==> src/rtl/ssp_pkg.sv <==
package ssp_pkg;
    typedef enum logic [1:0] {
        ENG_IDLE = 2'd0,
        ENG_LOW  = 2'd1,
        ENG_HIGH = 2'd2,
        ENG_END  = 2'd3
    } eng_state_t;

    localparam logic [1:0] ADDR_CTRL = 2'd0;
    localparam logic [1:0] ADDR_STAT = 2'd1;
    localparam logic [1:0] ADDR_TXD  = 2'd2;
    localparam logic [1:0] ADDR_RXD  = 2'd3;

    localparam int FLG_TXE  = 0;
    localparam int FLG_RXF  = 1;
    localparam int FLG_OVR  = 2;
    localparam int NUM_FLG  = 3;

    localparam int CTL_TXIE = 0;
    localparam int CTL_RXIE = 1;
endpackage

==> src/rtl/ssp_shift_engine.sv <==
module ssp_shift_engine
    import ssp_pkg::*;
#(
    parameter int DATA_W   = 8,
    parameter int HALF_DIV = 2
) (
    input  logic              clk,
    input  logic              rst_n,
    input  logic              go,
    input  logic [DATA_W-1:0] tx_word,
    input  logic              rxd,
    output logic              frame_start,
    output logic              frame_done,
    output logic [DATA_W-1:0] rx_word,
    output logic              sclk,
    output logic              txd
);
    localparam int DIV_W = (HALF_DIV > 1) ? $clog2(HALF_DIV) : 1;
    localparam int BIT_W = (DATA_W > 1) ? $clog2(DATA_W) : 1;
    localparam logic [DIV_W-1:0] DIV_LAST = DIV_W'(HALF_DIV - 1);
    localparam logic [BIT_W-1:0] BIT_LAST = BIT_W'(DATA_W - 1);

    eng_state_t        state_q, state_d;
    logic [DIV_W-1:0]  div_q;
    logic [BIT_W-1:0]  bit_q;
    logic [DATA_W-1:0] tx_sh_q, rx_sh_q;
    logic              half_end, last_bit;

    assign half_end = (div_q == DIV_LAST);
    assign last_bit = (bit_q == BIT_LAST);
    assign rx_word  = rx_sh_q;

    // state register
    always_ff @(posedge clk or negedge rst_n) begin
        if (!rst_n) state_q <= ENG_IDLE;
        else        state_q <= state_d;
    end

    // next-state logic
    always_comb begin
        state_d = state_q;
        unique case (state_q)
            ENG_IDLE: if (go)       state_d = ENG_LOW;
            ENG_LOW:  if (half_end) state_d = ENG_HIGH;
            ENG_HIGH: if (half_end) state_d = last_bit ? ENG_END : ENG_LOW;
            ENG_END:                state_d = ENG_IDLE;
        endcase
    end

    // outputs
    always_comb begin
        sclk        = 1'b1;
        txd         = 1'b1;
        frame_start = 1'b0;
        frame_done  = 1'b0;
        unique case (state_q)
            ENG_IDLE: frame_start = go;
            ENG_LOW: begin
                sclk = 1'b0;
                txd  = tx_sh_q[0];
            end
            ENG_HIGH: txd = tx_sh_q[0];
            ENG_END:  frame_done = 1'b1;
        endcase
    end

    // datapath: half-bit timer, bit counter, shifters
    always_ff @(posedge clk or negedge rst_n) begin
        if (!rst_n) begin
            div_q   <= '0;
            bit_q   <= '0;
            tx_sh_q <= '0;
            rx_sh_q <= '0;
        end else begin
            if ((state_q == ENG_LOW || state_q == ENG_HIGH) && !half_end)
                div_q <= div_q + 1'b1;
            else
                div_q <= '0;

            if (state_q == ENG_IDLE && go) begin
                tx_sh_q <= tx_word;
                bit_q   <= '0;
            end
            if (state_q == ENG_LOW && half_end)
                rx_sh_q <= {rxd, rx_sh_q[DATA_W-1:1]};
            if (state_q == ENG_HIGH && half_end && !last_bit) begin
                tx_sh_q <= {1'b1, tx_sh_q[DATA_W-1:1]};
                bit_q   <= bit_q + 1'b1;
            end
        end
    end
endmodule

==> src/rtl/ssp_host_regs.sv <==
module ssp_host_regs
    import ssp_pkg::*;
#(
    parameter int DATA_W = 8
) (
    input  logic              clk,
    input  logic              rst_n,
    input  logic [1:0]        bus_addr,
    input  logic              bus_wr,
    input  logic              bus_rd,
    input  logic [DATA_W-1:0] bus_wdata,
    output logic [DATA_W-1:0] bus_rdata,
    input  logic              dma_tx_ack,
    input  logic [DATA_W-1:0] dma_tx_data,
    input  logic              dma_rx_ack,
    input  logic              frame_start,
    input  logic              frame_done,
    input  logic [DATA_W-1:0] rx_word,
    output logic [DATA_W-1:0] tx_word,
    output logic [DATA_W-1:0] rx_buf,
    output logic              tx_empty,
    output logic              rx_full,
    output logic              overrun,
    output logic              tx_ie,
    output logic              rx_ie
);
    logic [NUM_FLG-1:0] flags, armed, sw_clr;
    logic stat_wr, stat_rd, ctrl_wr, txd_wr;

    assign stat_wr = bus_wr && (bus_addr == ADDR_STAT);
    assign stat_rd = bus_rd && (bus_addr == ADDR_STAT);
    assign ctrl_wr = bus_wr && (bus_addr == ADDR_CTRL);
    assign txd_wr  = bus_wr && (bus_addr == ADDR_TXD);

    assign flags[FLG_TXE] = tx_empty;
    assign flags[FLG_RXF] = rx_full;
    assign flags[FLG_OVR] = overrun;

    // a zero written to an armed flag bit clears it
    for (genvar g = 0; g < NUM_FLG; g++) begin : g_clr
        assign sw_clr[g] = stat_wr && !bus_wdata[g] && armed[g];
    end

    always_ff @(posedge clk or negedge rst_n) begin
        if (!rst_n)       armed <= '0;
        else if (stat_wr) armed <= '0;
        else if (stat_rd) armed <= armed | flags;
    end

    always_ff @(posedge clk or negedge rst_n) begin
        if (!rst_n) begin
            tx_empty <= 1'b1;
            rx_full  <= 1'b0;
            overrun  <= 1'b0;
        end else begin
            if (frame_start)              tx_empty <= 1'b1;
            else if (dma_tx_ack)          tx_empty <= 1'b0;
            else if (sw_clr[FLG_TXE])     tx_empty <= 1'b0;

            if (frame_done && !rx_full)   rx_full <= 1'b1;
            else if (dma_rx_ack)          rx_full <= 1'b0;
            else if (sw_clr[FLG_RXF])     rx_full <= 1'b0;

            if (frame_done && rx_full)    overrun <= 1'b1;
            else if (sw_clr[FLG_OVR])     overrun <= 1'b0;
        end
    end

    always_ff @(posedge clk or negedge rst_n) begin
        if (!rst_n) begin
            tx_ie   <= 1'b0;
            rx_ie   <= 1'b0;
            tx_word <= '0;
            rx_buf  <= '0;
        end else begin
            if (ctrl_wr) begin
                tx_ie <= bus_wdata[CTL_TXIE];
                rx_ie <= bus_wdata[CTL_RXIE];
            end
            if (dma_tx_ack)  tx_word <= dma_tx_data;
            else if (txd_wr) tx_word <= bus_wdata;
            if (frame_done && !rx_full) rx_buf <= rx_word;
        end
    end

    always_comb begin
        bus_rdata = '0;
        unique case (bus_addr)
            ADDR_CTRL: begin
                bus_rdata[CTL_TXIE] = tx_ie;
                bus_rdata[CTL_RXIE] = rx_ie;
            end
            ADDR_STAT: bus_rdata[NUM_FLG-1:0] = flags;
            ADDR_TXD:  bus_rdata = '0;
            ADDR_RXD:  bus_rdata = rx_buf;
        endcase
    end
endmodule

==> src/rtl/ssp_irq_gen.sv <==
module ssp_irq_gen (
    input  logic tx_empty,
    input  logic rx_full,
    input  logic overrun,
    input  logic tx_ie,
    input  logic rx_ie,
    output logic irq_tx,
    output logic irq_rx,
    output logic irq_err
);
    assign irq_tx  = tx_empty & tx_ie;
    assign irq_rx  = rx_full & rx_ie;
    assign irq_err = overrun & rx_ie;   // shares the receive enable
endmodule

==> src/rtl/sync_serial_port.sv <==
module sync_serial_port
    import ssp_pkg::*;
#(
    parameter int DATA_W   = 8,
    parameter int HALF_DIV = 2
) (
    input  logic              clk,
    input  logic              rst_n,
    input  logic [1:0]        bus_addr,
    input  logic              bus_wr,
    input  logic              bus_rd,
    input  logic [DATA_W-1:0] bus_wdata,
    output logic [DATA_W-1:0] bus_rdata,
    input  logic              dma_tx_ack,
    input  logic [DATA_W-1:0] dma_tx_data,
    input  logic              dma_rx_ack,
    output logic [DATA_W-1:0] rx_data_o,
    output logic              sclk_o,
    output logic              txd_o,
    input  logic              rxd_i,
    output logic              irq_tx,
    output logic              irq_rx,
    output logic              irq_err
);
    logic              tx_empty_w, rx_full_w, overrun_w, tx_ie_w, rx_ie_w;
    logic              start_w, done_w, go_w;
    logic [DATA_W-1:0] tx_word_w, rx_word_w;

    // a frame needs pending data and no outstanding overrun
    assign go_w = !tx_empty_w && !overrun_w;

    ssp_shift_engine #(.DATA_W(DATA_W), .HALF_DIV(HALF_DIV)) u_engine (
        .clk(clk), .rst_n(rst_n), .go(go_w), .tx_word(tx_word_w), .rxd(rxd_i),
        .frame_start(start_w), .frame_done(done_w), .rx_word(rx_word_w),
        .sclk(sclk_o), .txd(txd_o)
    );

    ssp_host_regs #(.DATA_W(DATA_W)) u_regs (
        .clk(clk), .rst_n(rst_n), .bus_addr(bus_addr), .bus_wr(bus_wr), .bus_rd(bus_rd),
        .bus_wdata(bus_wdata), .bus_rdata(bus_rdata), .dma_tx_ack(dma_tx_ack),
        .dma_tx_data(dma_tx_data), .dma_rx_ack(dma_rx_ack), .frame_start(start_w),
        .frame_done(done_w), .rx_word(rx_word_w), .tx_word(tx_word_w), .rx_buf(rx_data_o),
        .tx_empty(tx_empty_w), .rx_full(rx_full_w), .overrun(overrun_w),
        .tx_ie(tx_ie_w), .rx_ie(rx_ie_w)
    );

    ssp_irq_gen u_irq (
        .tx_empty(tx_empty_w), .rx_full(rx_full_w), .overrun(overrun_w),
        .tx_ie(tx_ie_w), .rx_ie(rx_ie_w),
        .irq_tx(irq_tx), .irq_rx(irq_rx), .irq_err(irq_err)
    );
endmodule

==> config.mk <==
export PLATFORM = sky130hd
export DESIGN_NAME = sync_serial_port
export DESIGN_NICKNAME = d
export VERILOG_FILES = /design/src/rtl/ssp_pkg.sv /design/src/rtl/ssp_shift_engine.sv /design/src/rtl/ssp_host_regs.sv /design/src/rtl/ssp_irq_gen.sv /design/src/rtl/sync_serial_port.sv
export SDC_FILE = /design/constraint.sdc
export NUM_CORES = 1
export LEC_CHECK = 0
export CAP_MARGIN = 20
export CELL_PAD_IN_SITES_DETAIL_PLACEMENT = 1
export CELL_PAD_IN_SITES_GLOBAL_PLACEMENT = 1
export CORE_ASPECT_RATIO = 0.9
export CORE_MARGIN = 5
export CORE_UTILIZATION = 32
export CTS_CLUSTER_SIZE = 16
export DETAILED_ROUTE_END_ITERATION = 10
export HOLD_SLACK_MARGIN = 0.06
export PLACE_DENSITY_LB_ADDON = 0.08
export SLEW_MARGIN = 20
export SYNTH_ARGS = -nofsm -noshare
export SYNTH_HDL_FRONTEND = slang
export SYNTH_SLANG_ARGS = --single-unit
export TNS_END_PERCENT = 20
==> constraint.sdc <==
create_clock -name clk -period 2.4 [get_ports clk]
set_clock_uncertainty 0.2 [all_clocks]
set_input_delay 0.36 -clock clk [delete_from_list [all_inputs] [get_ports clk]]
set_output_delay 0.36 -clock clk [all_outputs]
set_load 0.02 [all_outputs]
# After elaboration in Yosys (flattened, before gate mapping)
# Index checks and enable logic that the tools add are counted.
# word_totals
ff_bits,46
in_bits,25
output_inout_bits,21
word_cells,95
# classes
add_sub_neg,2
n_eq_ne,10
mux,29
bitwise,4
reduce_logical,37
# op_table
operator,n
$mux W8,4
$logic_and A1 B1 Y1,18
$pmux W2 S4,2
$mux W1,13
$mux W3,4
$eq A2 B2 Y1 const B,4
$logic_not A1 Y1,8
$mux W2,4
$reduce_bool A2 Y1,4
$ne A2 B1 Y1 const B,3
$reduce_bool A3 Y1,2
$mux W5,1
$eq A2 B1 Y1 const B,2
$logic_not A2 Y1,2
$add A3 B1 Y3 const B,1
$and A1 B1 Y1,3
$eq A3 B3 Y1 const B,1
$or A3 B3 Y3,1
$reduce_and A3 Y1,1
$pmux W1 S2,1
$reduce_or A2 Y1,1
$add A1 B1 Y1 const B,1
$logic_or A1 B1 Y1,1

# Longest topological paths before layout
# Gate-level depths: netlist (run 1).
# logic_depth
depth_word,7
ltp_mapped,6
mapped_depth_nobuf,5

# Modules after synthesis
# From an unflattened synthesis (run 1), not the netlist that was laid out.
# unflattened
cells_unflattened,189
area_unflattened_um2,2219.6
# by_module_without_submodules
mod,instances,cells_per_inst,area_each_um2,seq_area_each_um2
ssp_host_regs,1,97,1108.6,601.8
ssp_shift_engine,1,88,1088.5,550.5
ssp_irq_gen,1,3,18.8,0.0
sync_serial_port,1,1,3.8,0.0

# Worst setup path after synthesis (run 1)
# OpenSTA, ideal clock, no wires.
# synth_timing
kind,register to register
startpoint,register u_engine.bit_q[0]
endpoint,register u_engine.bit_q[1]
setup_ps,121
arrival_time_ps,1388
t_required_ps,2079
setup_slack_ps,691
path_stages_with_launch,6
path_buffers,0
cell_sequence,dfrtp_1 -> ha_1 -> ha_1 -> nand3b_1 -> and2_1 -> a22o_1
# synth_between
elab_chain_cells,4
# synth_rtl
item,line_no,text
"start, declared",ssp_shift_engine.sv:25,logic [BIT_W-1:0] bit_q;
"start signal, assigned",ssp_shift_engine.sv:88,bit_q <= bit_q + 1'b1;
"parallel branches: the longest is 4 deep, another holds $add A3 B1 Y3",-,
# Parallel ways; which one is timed is not known.
# A chain may end at the register's enable or synchronous reset.

# Worst setup path after layout (run 1)
# layout_timing
startpoint,input port bus_addr[1]
endpoint,output port bus_rdata[3]
# layout_between
elab_chain_cells,2
# layout_rtl
item,line_no,text
"start, declared",sync_serial_port.sv:9,"input logic [1:0] bus_addr,"
$eq A2 B2 Y1,ssp_host_regs.sv:88,unique case (bus_addr)
$mux W5,ssp_host_regs.sv:88,
"end, declared",sync_serial_port.sv:13,"output logic [DATA_W-1:0] bus_rdata,"
# Every way passes these cells.

==> run metrics, run 1 <==
Placed Instance Area 0.00279 mm^2; CTS tree done; Peak Freq 434 MHz; Worst path max stage delay 610 ps; Synth top area share 51.6%; drt first pass iters 4; Nets 267; switching share of power 34.6%; Overall Global Routing Usage 13.1%; final core utilization 43.9%; Worst path most repeated cell clkdlybuf4s50_1; cell taking the most area after synthesis dfrtp_1; Clock Power Share 18.2%; Die Wd 97.1 um; worst setup margin 95.8 ps; WP data required 1840 ps; total CTS buffers 5; layout cells sized above 1 21.6%; commonest cells after routing, fill and taps aside dfrtp_1, clkdlybuf4s50_1, mux2_2; Seq cells post-synth 46; setup violators final 0; Core ar. 0.00662 mm^2; Slew headroom 69.4%; Lkg Pwr 0.00135 uW; crit path DAT 1740 ps; WL/cell 15.7 um; number of antenna repair diodes 0; H-tree levels 2; first-pass GRT wire length 8760 um; Port Buf Inserts 45; cell area after synthesis 0.00218 mm^2; Root Buffer clkbuf_8; Finished Cell Area 0.00291 mm^2; ys flop type dfrtp_1; Placement Setup Slack -17.9 ps; Slew @ Worst Pin 459 ps; post-synthesis async set-or-reset flop share 100%; Reg clk slew, reported paths 80 ps; peak supply drop 430 uV; Seq/Total Area, Yosys 52.8%; postcts setup bufs 0; Hold Fails Final Rpt 0; CTS max path bufs 2; NetSw 1080 uW; most common cell after layout, fill and taps aside dfrtp_1; Clock Latency Late Sink 300 ps; fin. max-slew vios 0; io pins 46; maximum fanout along the worst path 5; critical path capture point type output pin; Die Area 0.00858 mm^2; count of different cell masters after synthesis 30; Residual DRC 0; First DRT Iteration DRCs 32; Cell Chain, Critical Path clkdlybuf4s50_1 > buf_4 > and3_1 > clkdlybuf4s50_1; PD cells 1070 mW/mm^2; Syn Inst Count 177; hpwl dp 4020 um; syn avg cell area 12.3 um^2; WS Path Type in2out; Hold Path Class reg2reg; Post-synth EDFFs 0; sequential share of power 42.4%; largest net degree at the start of global routing 21; status finished clean; final worst path period share 96.0%; vias in the first global route 1706; routed via count 1521; Synth area leaders dfrtp_1, mux2_2, mux2i_1; syn_nets 209; slowest library cell on the worst path clkdlybuf4s50_1; Routed Antenna Nets 0; Max-Cap Viols 0; hold_ws 297 ps; via/cell ratio 4.67; Internal 2030 uW; initial core utilization 33.0%; Ys Warns 0; grt total ovfl 0; GP Congestion 0.726; startpoint types input pin; die height 88.4 um; WL final 5130 um; clk sinks 46; Tot Pwr 3110 uW; area growth from synthesis to layout 33.2%; Final min period 2300 ps; initial antenna violation count 0; Combinational Power Share 39.5%; row count 28; RSZ-0062 raised after global routing false
==> metrics by stage <==
step	cells	TNS [ps]
final	326	0
after global routing	326	0
after CTS	326	0
after detailed placement	317	-28.8
after global placement	317	0
after floorplan	177	0
==> flip-flops by register name (all words and copies together) (netlist names) <==
register / flops
u_regs.rx_buf: 8
u_regs.armed: 3
u_engine.bit_q: 3
u_regs.rx_full: 1
u_regs.rx_ie: 1
u_regs.overrun: 1
u_engine.div_q: 1
u_engine.rx_word: 8
u_regs.tx_word: 8
u_engine.tx_sh_q: 8
u_regs.tx_empty: 1
u_engine.state_q: 2
u_regs.tx_ie: 1
==> metal layers <==
layer  share of wire [%]  global-route usage, %  wire length (um)
met4                0.76                   3.06                39
met1                  46                   16.2              2370
met2                  50                   23.2              2560
met5                   0                      0                 0
met3                 3.1                   3.31               159
==> synth_stat cells (2+ instances only) <==
cell type  count
nand3b_1       3
a21oi_1       12
buf_2          5
ha_1           7
a22o_1         3
mux2_2        29
and3b_1        3
a31oi_1        2
nand2_1        6
and2_1         5
and3_1         5
inv_1          4
dfrtp_1       45
mux2i_1       11
mux2_1         5
nor2b_1        2
o21ai_1        4
nor2_1        14
==> final cells by class <==
cell class	count	area (um^2)
sequential	46	1150
multi-input combinational	120	976
timing repair buffer	57	539
clock buffer	6	72.6
inverter	5	18.8
fill	701	3710
tap	90	113
clock inverter	2	37.5
==> cell families (layout without fill, tap and decap cells) <==
logic type,Yosys count,count (layout),synth area share (%)
AOI/OAI and AO/OA,25,25,7.39
DFF,46,46,52.8
muxes,45,45,22.6
adders and majority gates,7,7,4.01
buffers and inverters,11,70,2.52
and+or+nand+nor,43,43,10.7
==> worst max-delay path, delay by kind of cell <==
family / cells / cell delay [ps]
buffers and inverters: 3 / 1230
AND/OR/NAND/NOR: 1 / 160
==> final timing paths <==
kind,slack (ps),from,endpoint,cells after the start
min,300,u_regs.armed[0],u_regs.armed[0],2
max,100,bus_addr[1],bus_rdata[3],4
min in group asynchronous,350,rst_n,u_engine.rx_word[4],2
max in group asynchronous,1030,rst_n,u_regs.tx_empty,3
min reg2reg,300,u_regs.armed[0],u_regs.armed[0],2
max reg2reg,450,u_engine.state_q[0],u_engine.tx_sh_q[2],6
==> power groups by stage <==
stage | combinational, uW | clock (uW) | sequential, uW
after floorplan | 732 | 0 | 1320
after global placement | 1210 | 0 | 1330
after detailed placement | 1260 | 0 | 1340
after CTS | 1260 | 584 | 1320
after global routing | 1360 | 627 | 1360
final | 1230 | 565 | 1320
==> what timing repair did <==
action | 4_1_cts | 5_1_grt
resized for setup | 3 | 2
endpoints found under the setup margin | 3 | 1
hold buffers | 1 | 0
hold endpoints to repair | 18 | 0
gates cloned | 0 | 0
(Power assumes the default switching activity.)
==> run 2: changes to the inputs <==
--- a/config.mk
+++ b/config.mk
@@ -9,7 +9,6 @@
 export CELL_PAD_IN_SITES_DETAIL_PLACEMENT = 1
 export CELL_PAD_IN_SITES_GLOBAL_PLACEMENT = 1
 export CORE_ASPECT_RATIO = 0.9
-export CORE_MARGIN = 5
 export CORE_UTILIZATION = 32
 export CTS_CLUSTER_SIZE = 16
 export DETAILED_ROUTE_END_ITERATION = 10
==> run 2 against run 1 <==
  * First-iteration DRC count is 110% higher
  * Clock power is 25% higher
  * Die area down 17%
==> run metrics, run 2 (synthesis gave the netlist of run 1 again) <==
row count 28; multi-input logic area 976 um^2; layout cells sized above 1 21.0%; number of antenna repair diodes 0; GP Congestion 0.690; GR Layer Usage met2 25.7%; GR Layer Usage met1 21.5%; initial antenna violation count 0; Cell Chain, Critical Path inv_1 > ha_1 > inv_1 > clkdlybuf4s50_1; postcts setup bufs 0; Reg clk slew, reported paths 80 ps; Slew @ Worst Pin 595 ps; PD cells 1110 mW/mm^2; status finished clean; critical path capture point type output pin; Root Buffer clkbuf_8; reg2reg setup slack 390 ps; Die Area 0.00716 mm^2; Placed Instance Area 0.00277 mm^2; Critical Path Start u_engine.state_q[1]; die height 80.4 um; H-tree levels 2; io pins 46; Max-Cap Viols 0; startpoint types flop; setup violators final 0; drt first pass iters 3; Clock Latency Late Sink 290 ps; Slew headroom 60.4%; setup TNS 0 ps; Port Buf Inserts 45; WL final 4970 um; met3 global-route usage 3.70%; Hold Path Class reg2reg; area growth from synthesis to layout 33.5%; vias in the first global route 1627; RSZ-0062 raised after global routing false; WL/cell 15.4 um; via/cell ratio 4.72; most common cell after layout, fill and taps aside dfrtp_1; Overall Global Routing Usage 16.0%; routed via count 1524; WS Path Type reg2out; Worst path most repeated cell inv_1; Final min period 2260 ps; r2r worst-path depth 6; total CTS buffers 5; # fillers 736; CTS max path bufs 2; WP data required 1840 ps; Core ar. 0.00659 mm^2; first-pass GRT wire length 8400 um; crit path DAT 1700 ps; largest net degree at the start of global routing 47; grt total ovfl 0; Reg2Reg Launch Point u_engine.state_q[0]; Hold Path Cell Cnt 1; Finished Cell Area 0.00292 mm^2; Hold Fails Final Rpt 0; Seq. cell area 0.00115 mm^2; Peak Freq 442 MHz; Die Wd 89.1 um; Worst path max stage delay 590 ps; hpwl dp 3740 um; peak supply drop 389 uV; Residual DRC 0; GR peak layer met2; clk sinks 46; slowest library cell on the worst path clkdlybuf4s50_1; final worst path period share 94.3%; Routed Antenna Nets 0; Nets 264; CP endpoint sclk_o; Lkg Pwr 0.00135 uW; maximum fanout along the worst path 5; Worst R2R End u_engine.tx_sh_q[2]; CTS tree done; First DRT Iteration DRCs 66; commonest cells after routing, fill and taps aside dfrtp_1, clkdlybuf4s50_1, mux2_2; initial core utilization 33.1%; fin. max-slew vios 0
-- run 2: changes by cell type in the layout (fill, tap and decap cells not counted) --
| cell | before | now |
|---|---|---|
| dlymetal6s2s_1 | 2 | 1 |
| clkbuf_8 | 5 | 6 |
| bufinv_16 | 1 | 2 |
| dlygate4sd2_1 | 3 | 4 |
| clkbuf_1 | 1 | 0 |
| buf_4 | 11 | 8 |
| clkinvlp_4 | 1 | 0 |
-- run 2: timing repair --
item	in CTS	in global routing
endpoints found under the hold margin	45	0
resized for setup	4	1
hold buffers	1	0
endpoints found under the setup margin	9	2
pin swaps	0	0
-- run 2: per-stage QoR --
step | worst slack [ps] | power [uW] | hold WS, ps | utilization [%] | cells
5_1_grt | 16.9 | 3480 | 329 | 44.3 | 323
4_1_cts | 32.0 | 3290 | 300 | 44.2 | 323
3_3_place_gp | -44.6 | 2520 | 273 | 42.0 | 314
2_1_floorplan | 691 | 2050 | -136 | - | 177
3_5_place_dp | -138 | 2590 | 282 | 42.0 | 314
6_report | 137 | 3250 | 299 | 44.3 | 323
-- run 2: power breakdown --
group / internal, uW / switching [uW]
combinational: 639 / 575
clock: 444 / 262
sequential: 1080 / 245
-- run 2: worst min path at each step --
stage                      start                 to  slack [ps]
3_3_place_gp               rst_n   u_regs.rx_buf[2]         270
5_1_grt        u_engine.bit_q[0]  u_engine.bit_q[0]         330
3_5_place_dp   u_engine.bit_q[0]  u_engine.bit_q[0]         280
2_1_floorplan              rst_n  u_engine.bit_q[0]        -140
6_report       u_engine.bit_q[0]  u_engine.bit_q[0]         300
4_1_cts        u_engine.bit_q[0]  u_engine.bit_q[0]         300
-- run 2: per-layer routing --
metal,routed length (um),up-vias
li1,-,730
met1,2390,775
met2,2440,17
met3,111,2
met4,32,0
met5,0,-
-- run 2: final cells by class --
class                      instances  area share [%]
clock buffer                       6            2.83
clock inverter                     2            2.06
inverter                           5           0.644
multi-input combinational        120            33.5
sequential                        46            39.5
tap                               90            3.86
timing repair buffer              54            17.6
-- run 2: worst max-delay path: cells and delay by family, from the launching register on --
| family | cells | cell delay (ps) |
|---|---|---|
| flops | 1 | 430 |
| fa+ha+maj | 1 | 230 |
| buf+inv | 3 | 750 |
